`src/rtl/msgbus_bridge_pkg.sv`:
```
package msgbus_bridge_pkg;
  localparam int unsigned WordW   = 32;
  localparam int unsigned OpW     = 8;
  localparam int unsigned PortW   = 8;
  localparam int unsigned BeW     = 4;
  localparam int unsigned OffLoW  = 8;
  localparam int unsigned ExtW    = WordW - OffLoW;
  // control-word field positions
  localparam int unsigned OpLsb   = 24;
  localparam int unsigned PortLsb = 16;
  localparam int unsigned OffLsb  = 8;
  localparam int unsigned BeLsb   = 4;

  typedef struct packed {
    logic [OpW-1:0]   opcode;
    logic [PortW-1:0] port;
    logic [WordW-1:0] offset;
    logic [BeW-1:0]   be;
    logic [WordW-1:0] wdata;
  } mb_msg_t;

  typedef enum logic [1:0] {SeqIdle, SeqReq, SeqWait} seq_state_e;
endpackage

```
`src/rtl/bridge_regs.sv`:
```
module bridge_regs
  import msgbus_bridge_pkg::*;
#(
  parameter int unsigned     AddrW   = 8,
  parameter logic [AddrW-1:0] CtrlOff = 8'hD0,
  parameter logic [AddrW-1:0] DataOff = 8'hD4,
  parameter logic [AddrW-1:0] ExtOff  = 8'hD8
) (
  input  logic             clk_i,
  input  logic             rst_ni,
  input  logic             cfg_req_i,
  input  logic             cfg_we_i,
  input  logic [AddrW-1:0] cfg_addr_i,
  input  logic [WordW-1:0] cfg_wdata_i,
  output logic [WordW-1:0] cfg_rdata_o,
  output logic             cfg_rdy_o,
  input  logic             busy_i,
  input  logic             rsp_load_i,
  input  logic [WordW-1:0] rsp_data_i,
  output logic             launch_o,
  output mb_msg_t          msg_o
);
  localparam int unsigned CtrlW = WordW - BeLsb;

  logic             hit_ctrl, hit_data, hit_ext, acc, wr;
  logic [CtrlW-1:0] ctrl_q;
  logic [ExtW-1:0]  ext_q;
  logic [WordW-1:0] data_q;

  assign hit_ctrl  = cfg_addr_i == CtrlOff;
  assign hit_data  = cfg_addr_i == DataOff;
  assign hit_ext   = cfg_addr_i == ExtOff;
  // control and data words are owned by the sequencer while busy
  assign cfg_rdy_o = !(busy_i && (hit_ctrl || hit_data));
  assign acc       = cfg_req_i && cfg_rdy_o;
  assign wr        = acc && cfg_we_i;
  assign launch_o  = wr && hit_ctrl;

  always_ff @(posedge clk_i or negedge rst_ni) begin
    if (!rst_ni) begin
      ctrl_q <= '0;
      ext_q  <= '0;
      data_q <= '0;
    end else begin
      if (wr && hit_ctrl) ctrl_q <= cfg_wdata_i[WordW-1:BeLsb];
      if (wr && hit_ext)  ext_q  <= cfg_wdata_i[WordW-1:OffLoW];
      if (wr && hit_data)  data_q <= cfg_wdata_i;
      else if (rsp_load_i) data_q <= rsp_data_i;
    end
  end

  always_comb begin
    cfg_rdata_o = '0;
    if (hit_ctrl)      cfg_rdata_o = {ctrl_q, {BeLsb{1'b0}}};
    else if (hit_data) cfg_rdata_o = data_q;
    else if (hit_ext)  cfg_rdata_o = {ext_q, {OffLoW{1'b0}}};
  end

  always_comb begin
    msg_o.opcode = cfg_wdata_i[OpLsb +: OpW];
    msg_o.port   = cfg_wdata_i[PortLsb +: PortW];
    msg_o.offset = {ext_q, cfg_wdata_i[OffLsb +: OffLoW]};
    msg_o.be     = cfg_wdata_i[BeLsb +: BeW];
    msg_o.wdata  = data_q;
  end
endmodule

```
`src/rtl/bridge_seq.sv`:
```
module bridge_seq
  import msgbus_bridge_pkg::*;
#(
  parameter logic [OpW-1:0] WrOpcode = 8'h07
) (
  input  logic    clk_i,
  input  logic    rst_ni,
  input  logic    launch_i,
  input  mb_msg_t msg_i,
  input  logic    mb_ready_i,
  input  logic    mb_rsp_valid_i,
  output logic    busy_o,
  output logic    mb_valid_o,
  output mb_msg_t msg_o,
  output logic    rsp_load_o
);
  seq_state_e state_q, state_d;
  mb_msg_t    msg_q;
  logic       done;

  assign done = (state_q == SeqWait) && mb_rsp_valid_i;

  always_comb begin
    state_d = state_q;
    unique case (state_q)
      SeqIdle: if (launch_i)   state_d = SeqReq;
      SeqReq:  if (mb_ready_i) state_d = SeqWait;
      SeqWait: if (done)       state_d = SeqIdle;
      default:                 state_d = SeqIdle;
    endcase
  end

  always_ff @(posedge clk_i or negedge rst_ni) begin
    if (!rst_ni) begin
      state_q <= SeqIdle;
      msg_q   <= '0;
    end else begin
      state_q <= state_d;
      // snapshot at launch keeps the in-flight message immune to host writes
      if (launch_i && state_q == SeqIdle) msg_q <= msg_i;
    end
  end

  assign busy_o     = state_q != SeqIdle;
  assign mb_valid_o = state_q == SeqReq;
  assign msg_o      = msg_q;
  assign rsp_load_o = done && (msg_q.opcode != WrOpcode);
endmodule

```
`src/rtl/msgbus_bridge.sv`:
```
module msgbus_bridge
  import msgbus_bridge_pkg::*;
#(
  parameter int unsigned      AddrW    = 8,
  parameter logic [AddrW-1:0] CtrlOff  = 8'hD0,
  parameter logic [AddrW-1:0] DataOff  = 8'hD4,
  parameter logic [AddrW-1:0] ExtOff   = 8'hD8,
  parameter logic [7:0]       WrOpcode = 8'h07
) (
  input  logic             clk_i,
  input  logic             rst_ni,
  input  logic             cfg_req_i,
  input  logic             cfg_we_i,
  input  logic [AddrW-1:0] cfg_addr_i,
  input  logic [31:0]      cfg_wdata_i,
  output logic [31:0]      cfg_rdata_o,
  output logic             cfg_rdy_o,
  output logic             busy_o,
  output logic             mb_valid_o,
  input  logic             mb_ready_i,
  output logic [7:0]       mb_opcode_o,
  output logic [7:0]       mb_port_o,
  output logic [31:0]      mb_offset_o,
  output logic [3:0]       mb_be_o,
  output logic [31:0]      mb_wdata_o,
  input  logic             mb_rsp_valid_i,
  input  logic [31:0]      mb_rsp_data_i
);
  logic    launch, rsp_load;
  mb_msg_t msg_new, msg_cur;

  bridge_regs #(
    .AddrW(AddrW), .CtrlOff(CtrlOff), .DataOff(DataOff), .ExtOff(ExtOff)
  ) u_regs (
    .clk_i      (clk_i),
    .rst_ni     (rst_ni),
    .cfg_req_i  (cfg_req_i),
    .cfg_we_i   (cfg_we_i),
    .cfg_addr_i (cfg_addr_i),
    .cfg_wdata_i(cfg_wdata_i),
    .cfg_rdata_o(cfg_rdata_o),
    .cfg_rdy_o  (cfg_rdy_o),
    .busy_i     (busy_o),
    .rsp_load_i (rsp_load),
    .rsp_data_i (mb_rsp_data_i),
    .launch_o   (launch),
    .msg_o      (msg_new)
  );

  bridge_seq #(.WrOpcode(WrOpcode)) u_seq (
    .clk_i         (clk_i),
    .rst_ni        (rst_ni),
    .launch_i      (launch),
    .msg_i         (msg_new),
    .mb_ready_i    (mb_ready_i),
    .mb_rsp_valid_i(mb_rsp_valid_i),
    .busy_o        (busy_o),
    .mb_valid_o    (mb_valid_o),
    .msg_o         (msg_cur),
    .rsp_load_o    (rsp_load)
  );

  assign mb_opcode_o = msg_cur.opcode;
  assign mb_port_o   = msg_cur.port;
  assign mb_offset_o = msg_cur.offset;
  assign mb_be_o     = msg_cur.be;
  assign mb_wdata_o  = msg_cur.wdata;
endmodule

```
`config.mk`:
```
export PLATFORM = sky130hd
export DESIGN_NAME = msgbus_bridge
export DESIGN_NICKNAME = d
export VERILOG_FILES = /design/src/rtl/msgbus_bridge_pkg.sv /design/src/rtl/bridge_regs.sv /design/src/rtl/bridge_seq.sv /design/src/rtl/msgbus_bridge.sv
export SDC_FILE = /design/constraint.sdc
export NUM_CORES = 1
export LEC_CHECK = 0
export ABC_CLOCK_PERIOD_IN_PS = 2700
export CORE_ASPECT_RATIO = 1.75
export CORE_MARGIN = 3
export CORE_UTILIZATION = 49
export DETAILED_ROUTE_END_ITERATION = 8
export PLACE_DENSITY = 0.91
export REMOVE_ABC_BUFFERS = 1
export SKIP_CTS_REPAIR_TIMING = 1
export SLEW_MARGIN = 30
export SYNTH_ARGS = -nofsm -noshare
export SYNTH_HDL_FRONTEND = slang
export SYNTH_SLANG_ARGS = --single-unit
```
`constraint.sdc`:
```
create_clock -name clk_i -period 2.7 [get_ports clk_i]
set_input_delay 0.27 -clock clk_i [delete_from_list [all_inputs] [get_ports clk_i]]
set_output_delay 0.27 -clock clk_i [all_outputs]
set_load 0.01 [all_outputs]
```
==> flow_metrics.env, run 1 <==
export IMPL_end_kind="output port"
export IMPL_synth_cell_types=27
export IMPL_yosysWarnings=0
export IMPL_slew_headroom_pct=51.5
export IMPL_fin_cells=929
export IMPL_hold_ws_ns=0.357
export IMPL_antenna_left=0
export IMPL_place_gp_congestion=0.915
export IMPL_finClkSkew_ns=0.0167
export IMPL_synth_top_family_by_area="multiplexers"
export IMPL_synthXorXnorAreaFrac_pct=0
export IMPL_rsz0062_at_grt="no"
export IMPL_critPathArrivalTime_ns=2.38
export IMPL_yosys_area_share_simple_pct=4.99
export IMPL_core_area_sq_mm=0.0149
export IMPL_startpoint_type="primary input"
export IMPL_wl_per_cell_um=20.7
export IMPL_port_buffers=196
export IMPL_required_ns=2.43
export IMPL_vdd_drop_max_mv=0.420
export IMPL_ys_seq_area_share_pct=56.9
export IMPL_gr_total_overflow=0
export IMPL_hold_path_class="primary input to async pin"
export IMPL_clkLatencyLatePin_ns=0.41
export IMPL_sw_frac_of_total_pct=23.6
export IMPL_cts_root_buf="clkbuf_16"
export IMPL_grt_first_pass_wirelength_um=30400
export IMPL_die_w_um=99.4
export IMPL_drt_iter0_drc=135
export IMPL_num_vias=5055
export IMPL_num_antenna_cells=0
export IMPL_max_slew_worst_pin_slew_ns=0.727
export IMPL_die_y_um=169
export IMPL_io_pins=197
export IMPL_final_core_util_pct=68.8
export IMPL_synth_adder_area_share_pct=0
export IMPL_ys_ff_latch=170
export IMPL_max_freq_mhz=377
export IMPL_syn_to_final_growth_pct=37.4
export IMPL_num_rows=59
export IMPL_path_max_fanout=17
export IMPL_p_comb_share_pct=9.3
export IMPL_synth_compound_area_share_pct=1.89
export IMPL_hpwl_um=14000
export IMPL_p_sw_mw=1.32
export IMPL_clk_pin_slew_ns=0.07
export IMPL_die_area_sq_mm=0.0168
export IMPL_dp_cells=896
export IMPL_outcome="completed"
export IMPL_pwr_share_seq_pct=49.1
export IMPL_cts_tree="built"
export IMPL_critPathSlowestCell="clkdlybuf4s50_1"
export IMPL_cts_buffers=17
export IMPL_syn_area_per_cell_sq_um=14.0
export IMPL_hold_viol_final=0
export IMPL_crit_chain="clkdlybuf4s50_1, nand4bb_4, or3b_1, buf_4, nor2_1, clkdlybuf4s50_1"
export IMPL_grt_usage_pct=23.4
export IMPL_syn_inst=533
export IMPL_drv_slew=0
export IMPL_leakage_nw=4.85
export IMPL_antenna_found_initial=1
export IMPL_clock_path_buffers=2
export IMPL_p_int_mw=4.27
export IMPL_period_minus_slack_ns=2.65
export IMPL_drt_pass1_iterations=4
export IMPL_post_synth_mux_area_share_pct=33.9
export IMPL_drt_total_wl_um=19200
export IMPL_setup_viol=0
export IMPL_cts_sinks=170
export IMPL_ctsHtreeMaxLevel=4
export IMPL_finalNetCount=811
export IMPL_grt_max_degree=98
export IMPL_syn_area_sq_mm=0.00747
export IMPL_min_period_over_period_pct=98.2
export IMPL_max_stage_delay_ns=0.58
export IMPL_viasPerCell=5.44
export IMPL_power_frac_clock_pct=41.7
export IMPL_drc=0
export IMPL_cp_common_cell="clkdlybuf4s50_1"
export IMPL_power_density_mw_per_mm2=544
export IMPL_grt_pass1_vias=5689
export IMPL_start_util_pct=50.1
export IMPL_drv_cap=0
export IMPL_crit_type="primary input to output port"
export IMPL_drive_gt1_share_pct=32.6
[through the flow]
step | TNS (ns) | worst slack (ns) | area (sq um) | total power, mW
final | 0 | 0.0491 | 10300 | 5.59
after global routing | 0 | 0.00411 | 10300 | 5.79
after global placement | 0 | 0.128 | 9680 | 3.27
after detailed placement | 0 | 0.0549 | 9680 | 3.31
after floorplan | -256.90 | -2.00 | 7310 | 2.98
after CTS | 0 | 0.0486 | 10200 | 5.63
[area by class of cell]
| class | instances | area [sq um] |
|---|---|---|
| clock buffers | 19 | 433 |
| clock inverters | 13 | 136 |
| fillers | 1024 | 4650 |
| inverters | 3 | 11.3 |
| multi-input cells | 327 | 3070 |
| flip-flops and latches | 170 | 4250 |
| well taps | 183 | 229 |
| repair buffers | 214 | 2130 |
[state kept, by name (all words and copies together), names as in the netlist]
signal / cells
u_regs.ctrl_q: 28
u_regs.ext_q: 24
u_seq.msg_o: 84
u_seq.state_q: 2
u_regs.data_q: 32
[critical path, delay by kind of cell]
family / cells / cell delay (ns)
buffers and inverters: 3 / 1.26
and+or+nand+nor: 3 / 0.83
[cell families after synthesis]
| family | after synthesis |
|---|---|
| compound gates | 27 |
| buf+inv | 36 |
| simple gates | 72 |
| flops | 170 |
| mux | 228 |
[Yosys cell counts (all sizes together)]
cell type | n | share of area [%]
inv | 3 | 0.15
nand3 | 1 | 0.067
o2bb2ai | 1 | 0.12
nor2b | 1 | 0.084
nand3b | 1 | 0.10
a211oi | 1 | 0.10
nand2b | 3 | 0.25
clkbuf | 11 | 0.55
mux2 | 200 | 30
and4b | 1 | 0.13
nor2 | 53 | 2.7
o21ai | 1 | 0.067
and3 | 4 | 0.33
or3b | 1 | 0.12
nor4b | 1 | 0.32
nor4 | 2 | 0.37
nand2 | 2 | 0.10
nand4bb | 1 | 0.37
or2 | 1 | 0.084
dfrtp | 170 | 57
mux2i | 28 | 3.8
a21oi | 24 | 1.6
buf | 22 | 1.6
[final timing paths]
path	cells after the start	from	end	slack, ns
max	6	cfg_addr_i[0]	cfg_rdata_o[15]	0.05
min	2	rst_ni	u_seq.msg_o[70]$_DFFE_PN0P_	0.36
max reg2reg	5	u_seq.msg_o[77]$_DFFE_PN0P_	u_regs.data_q[7]$_DFFE_PN0P_	0.63
min reg2reg	1	u_regs.ctrl_q[25]$_DFFE_PN0P_	u_regs.ctrl_q[25]$_DFFE_PN0P_	0.50
max in group asynchronous	3	rst_ni	u_regs.ext_q[19]$_DFFE_PN0P_	1.49
min in group clk_i	2	cfg_wdata_i[2]	u_regs.data_q[2]$_DFFE_PN0P_	0.49
[cell usage in the layout (no fill, tap or decap), types with 3 or more instances in the layout]
| cell | synthesis | routed |
|---|---|---|
| clkdlybuf4s50_1 | 0 | 192 |
| mux2_2 | 185 | 185 |
| dfrtp_1 | 170 | 170 |
| nor2_1 | 53 | 53 |
| mux2i_1 | 28 | 28 |
| a21oi_1 | 24 | 24 |
| clkbuf_16 | 0 | 17 |
| mux2_1 | 15 | 15 |
| buf_4 | 0 | 14 |
| clkinv_4 | 0 | 6 |
| and3_1 | 4 | 4 |
| inv_1 | 3 | 3 |
| inv_6 | 0 | 3 |
| buf_12 | 0 | 3 |
[power groups by stage]
stage,Clock (mW),Sequential (mW),Combinational (mW)
detailed placement,0,2.79,0.521
floorplan,0,2.77,0.205
global route,2.47,2.76,0.560
CTS,2.37,2.74,0.524
global placement,0,2.77,0.500
finish,2.33,2.74,0.518
[per-layer routing]
layer / track usage [%] / vias to the layer above / routed length, um
met3: 4.65 / 58 / 778
met5: 0 / - / 0
met4: 12.1 / 0 / 927
met2: 43.1 / 165 / 10900
met1: 24.8 / 2548 / 6660
li1: - / 2284 / -
Note: power is estimated with default switching activity, not from simulation.
==> inputs of run 2 (changes only) <==
Settings changed: CELL_PAD_IN_SITES_DETAIL_PLACEMENT from default to 1, CELL_PAD_IN_SITES_GLOBAL_PLACEMENT from default to 1, CORE_UTILIZATION 49 to 39, PLACE_DENSITY 0.91 to 0.9.
==> flow_metrics.env, run 2 (synthesis results as in run 1) <==
export IMPL_clk_pin_slew_ns=0.07
export IMPL_hold_viol_final=0
export IMPL_antenna_found_initial=1
export IMPL_crit_family="buffers and inverters"
export IMPL_grt_usage_pct=21.7
export IMPL_io_pins=197
export IMPL_p_int_mw=4.38
export IMPL_critPathLaunch="cfg_addr_i[0]"
export IMPL_gr_total_overflow=0
export IMPL_wl_per_cell_um=22.7
export IMPL_critPathArrivalTime_ns=2.39
export IMPL_finalNetCount=809
export IMPL_cts_tree="built"
export IMPL_sw_frac_of_total_pct=24.1
export IMPL_vdd_drop_max_mv=0.354
export IMPL_drv_cap=0
export IMPL_core_area_sq_mm=0.0187
export IMPL_p_sw_mw=1.39
export IMPL_die_area_sq_mm=0.0209
export IMPL_die_y_um=189
export IMPL_place_gp_congestion=0.780
export IMPL_pwr_share_seq_pct=47.5
export IMPL_timing_rr_start="u_seq.msg_o[77]$_DFFE_PN0P_"
export IMPL_grt_pass1_vias=6102
export IMPL_grt_first_pass_wirelength_um=35100
export IMPL_ctsHtreeMaxLevel=4
export IMPL_power_frac_clock_pct=43.2
export IMPL_path_max_fanout=7
export IMPL_setup_viol=0
export IMPL_port_buffers=196
export IMPL_crit_type="primary input to output port"
export IMPL_layout_commonest_cell="clkdlybuf4s50_1"
export IMPL_clock_path_buffers=2
export IMPL_grt_max_degree=114
export IMPL_max_stage_delay_ns=0.59
export IMPL_end_kind="output port"
export IMPL_finClkSkew_ns=0.00785
export IMPL_tns_ns=0
export IMPL_hold_ws_ns=0.319
export IMPL_start_util_pct=40.0
export IMPL_clkLatencyLatePin_ns=0.43
export IMPL_drc=0
export IMPL_path_buf_inv=3
export IMPL_cts_sinks=170
export IMPL_max_slew_worst_pin_slew_ns=0.646
export IMPL_die_w_um=111
export IMPL_hpwl_um=15500
export IMPL_min_period_over_period_pct=98.7
export IMPL_final_cell_mix="193 x clkdlybuf4s50_1, 185 x mux2_2, 170 x dfrtp_1"
export IMPL_startpoint_type="primary input"
export IMPL_power_density_mw_per_mm2=555
export IMPL_leakage_nw=4.85
export IMPL_num_vias=5140
export IMPL_largest_reg_flops=84
export IMPL_outcome="completed"
export IMPL_crit_chain="clkdlybuf4s50_1, nand4bb_4, or3b_4, buf_4, nor2_1, clkdlybuf4s50_1"
export IMPL_required_ns=2.43
export IMPL_hold_path_class="primary input to async pin"
export IMPL_drt_total_wl_um=22300
export IMPL_p_comb_share_pct=9.3
export IMPL_antenna_left=0
export IMPL_cp_common_cell="clkdlybuf4s50_1"
export IMPL_drive_gt1_share_pct=32.8
export IMPL_drt_pass1_iterations=6
export IMPL_critPathSlowestCell="clkdlybuf4s50_1"
export IMPL_period_minus_slack_ns=2.66
export IMPL_num_rows=66
export IMPL_max_freq_mhz=375
export IMPL_fillers=1867
export IMPL_viasPerCell=5.23
export IMPL_cts_buffers=17
export IMPL_slew_headroom_pct=56.9
export IMPL_cts_root_buf="clkbuf_16"
export IMPL_syn_to_final_growth_pct=39.2
export IMPL_drv_slew=0
export IMPL_drt_iter0_drc=127
## run 2: power groups by stage
| stage | clock [mW] | sequential, mW | combinational, mW |
|---|---|---|---|
| 6_report | 2.50 | 2.74 | 0.536 |
| 3_5_place_dp | 0 | 2.79 | 0.536 |
| 5_1_grt | 2.68 | 2.76 | 0.579 |
| 3_3_place_gp | 0 | 2.77 | 0.508 |
| 2_1_floorplan | 0 | 2.77 | 0.205 |
| 4_1_cts | 2.55 | 2.75 | 0.544 |
## run 2: cell type report
| class | instances | area, sq um | area share [%] |
|---|---|---|---|
| flip-flops and latches | 170 | 4250 | 40.9 |
| multi-input cells | 327 | 3070 | 29.5 |
| repair buffers | 212 | 2160 | 20.8 |
| clock buffers | 18 | 439 | 4.22 |
| well taps | 238 | 298 | 2.86 |
| clock inverters | 14 | 163 | 1.56 |
| inverters | 3 | 11.3 | 0.108 |
| diodes | 1 | 2.50 | 0.0241 |
## run 2: stage by stage
step,cell area [sq um],total power [mW],utilization (%),std cells,setup WS [ns]
CTS,10400,5.84,55.6,981,-0.0400
floorplan,7310,2.98,-,500,-2.00
global route,10400,6.02,55.7,983,-0.0000187
detailed placement,9780,3.33,52.4,949,-0.0436
finish,10400,5.78,55.7,983,0.0356
global placement,9780,3.28,52.4,949,0.0259
## run 2: per-layer routing
layer / GRT usage [%] / vias up / share of wire (%)
li1: - / 2286 / -
met1: 21.9 / 2655 / 35
met2: 41.9 / 139 / 58
met3: 4.00 / 60 / 2.7
met4: 10.7 / 0 / 4.1
met5: 0 / - / 0
## run 2: path summary, 6_finish.rpt
kind | to | cells after the start | slack, ns
max in group asynchronous | u_regs.data_q[0]$_DFFE_PN0P_ | 3 | 1.63
worst min register to register | u_regs.ctrl_q[26]$_DFFE_PN0P_ | 1 | 0.49
worst max-delay path | cfg_rdata_o[12] | 6 | 0.04
worst min-delay path | u_seq.msg_o[17]$_DFFE_PN0P_ | 2 | 0.32
min in group clk_i | u_seq.state_q[1]$_DFFE_PN0P_ | 2 | 0.43
worst max register to register | u_regs.data_q[7]$_DFFE_PN0P_ | 5 | 0.57
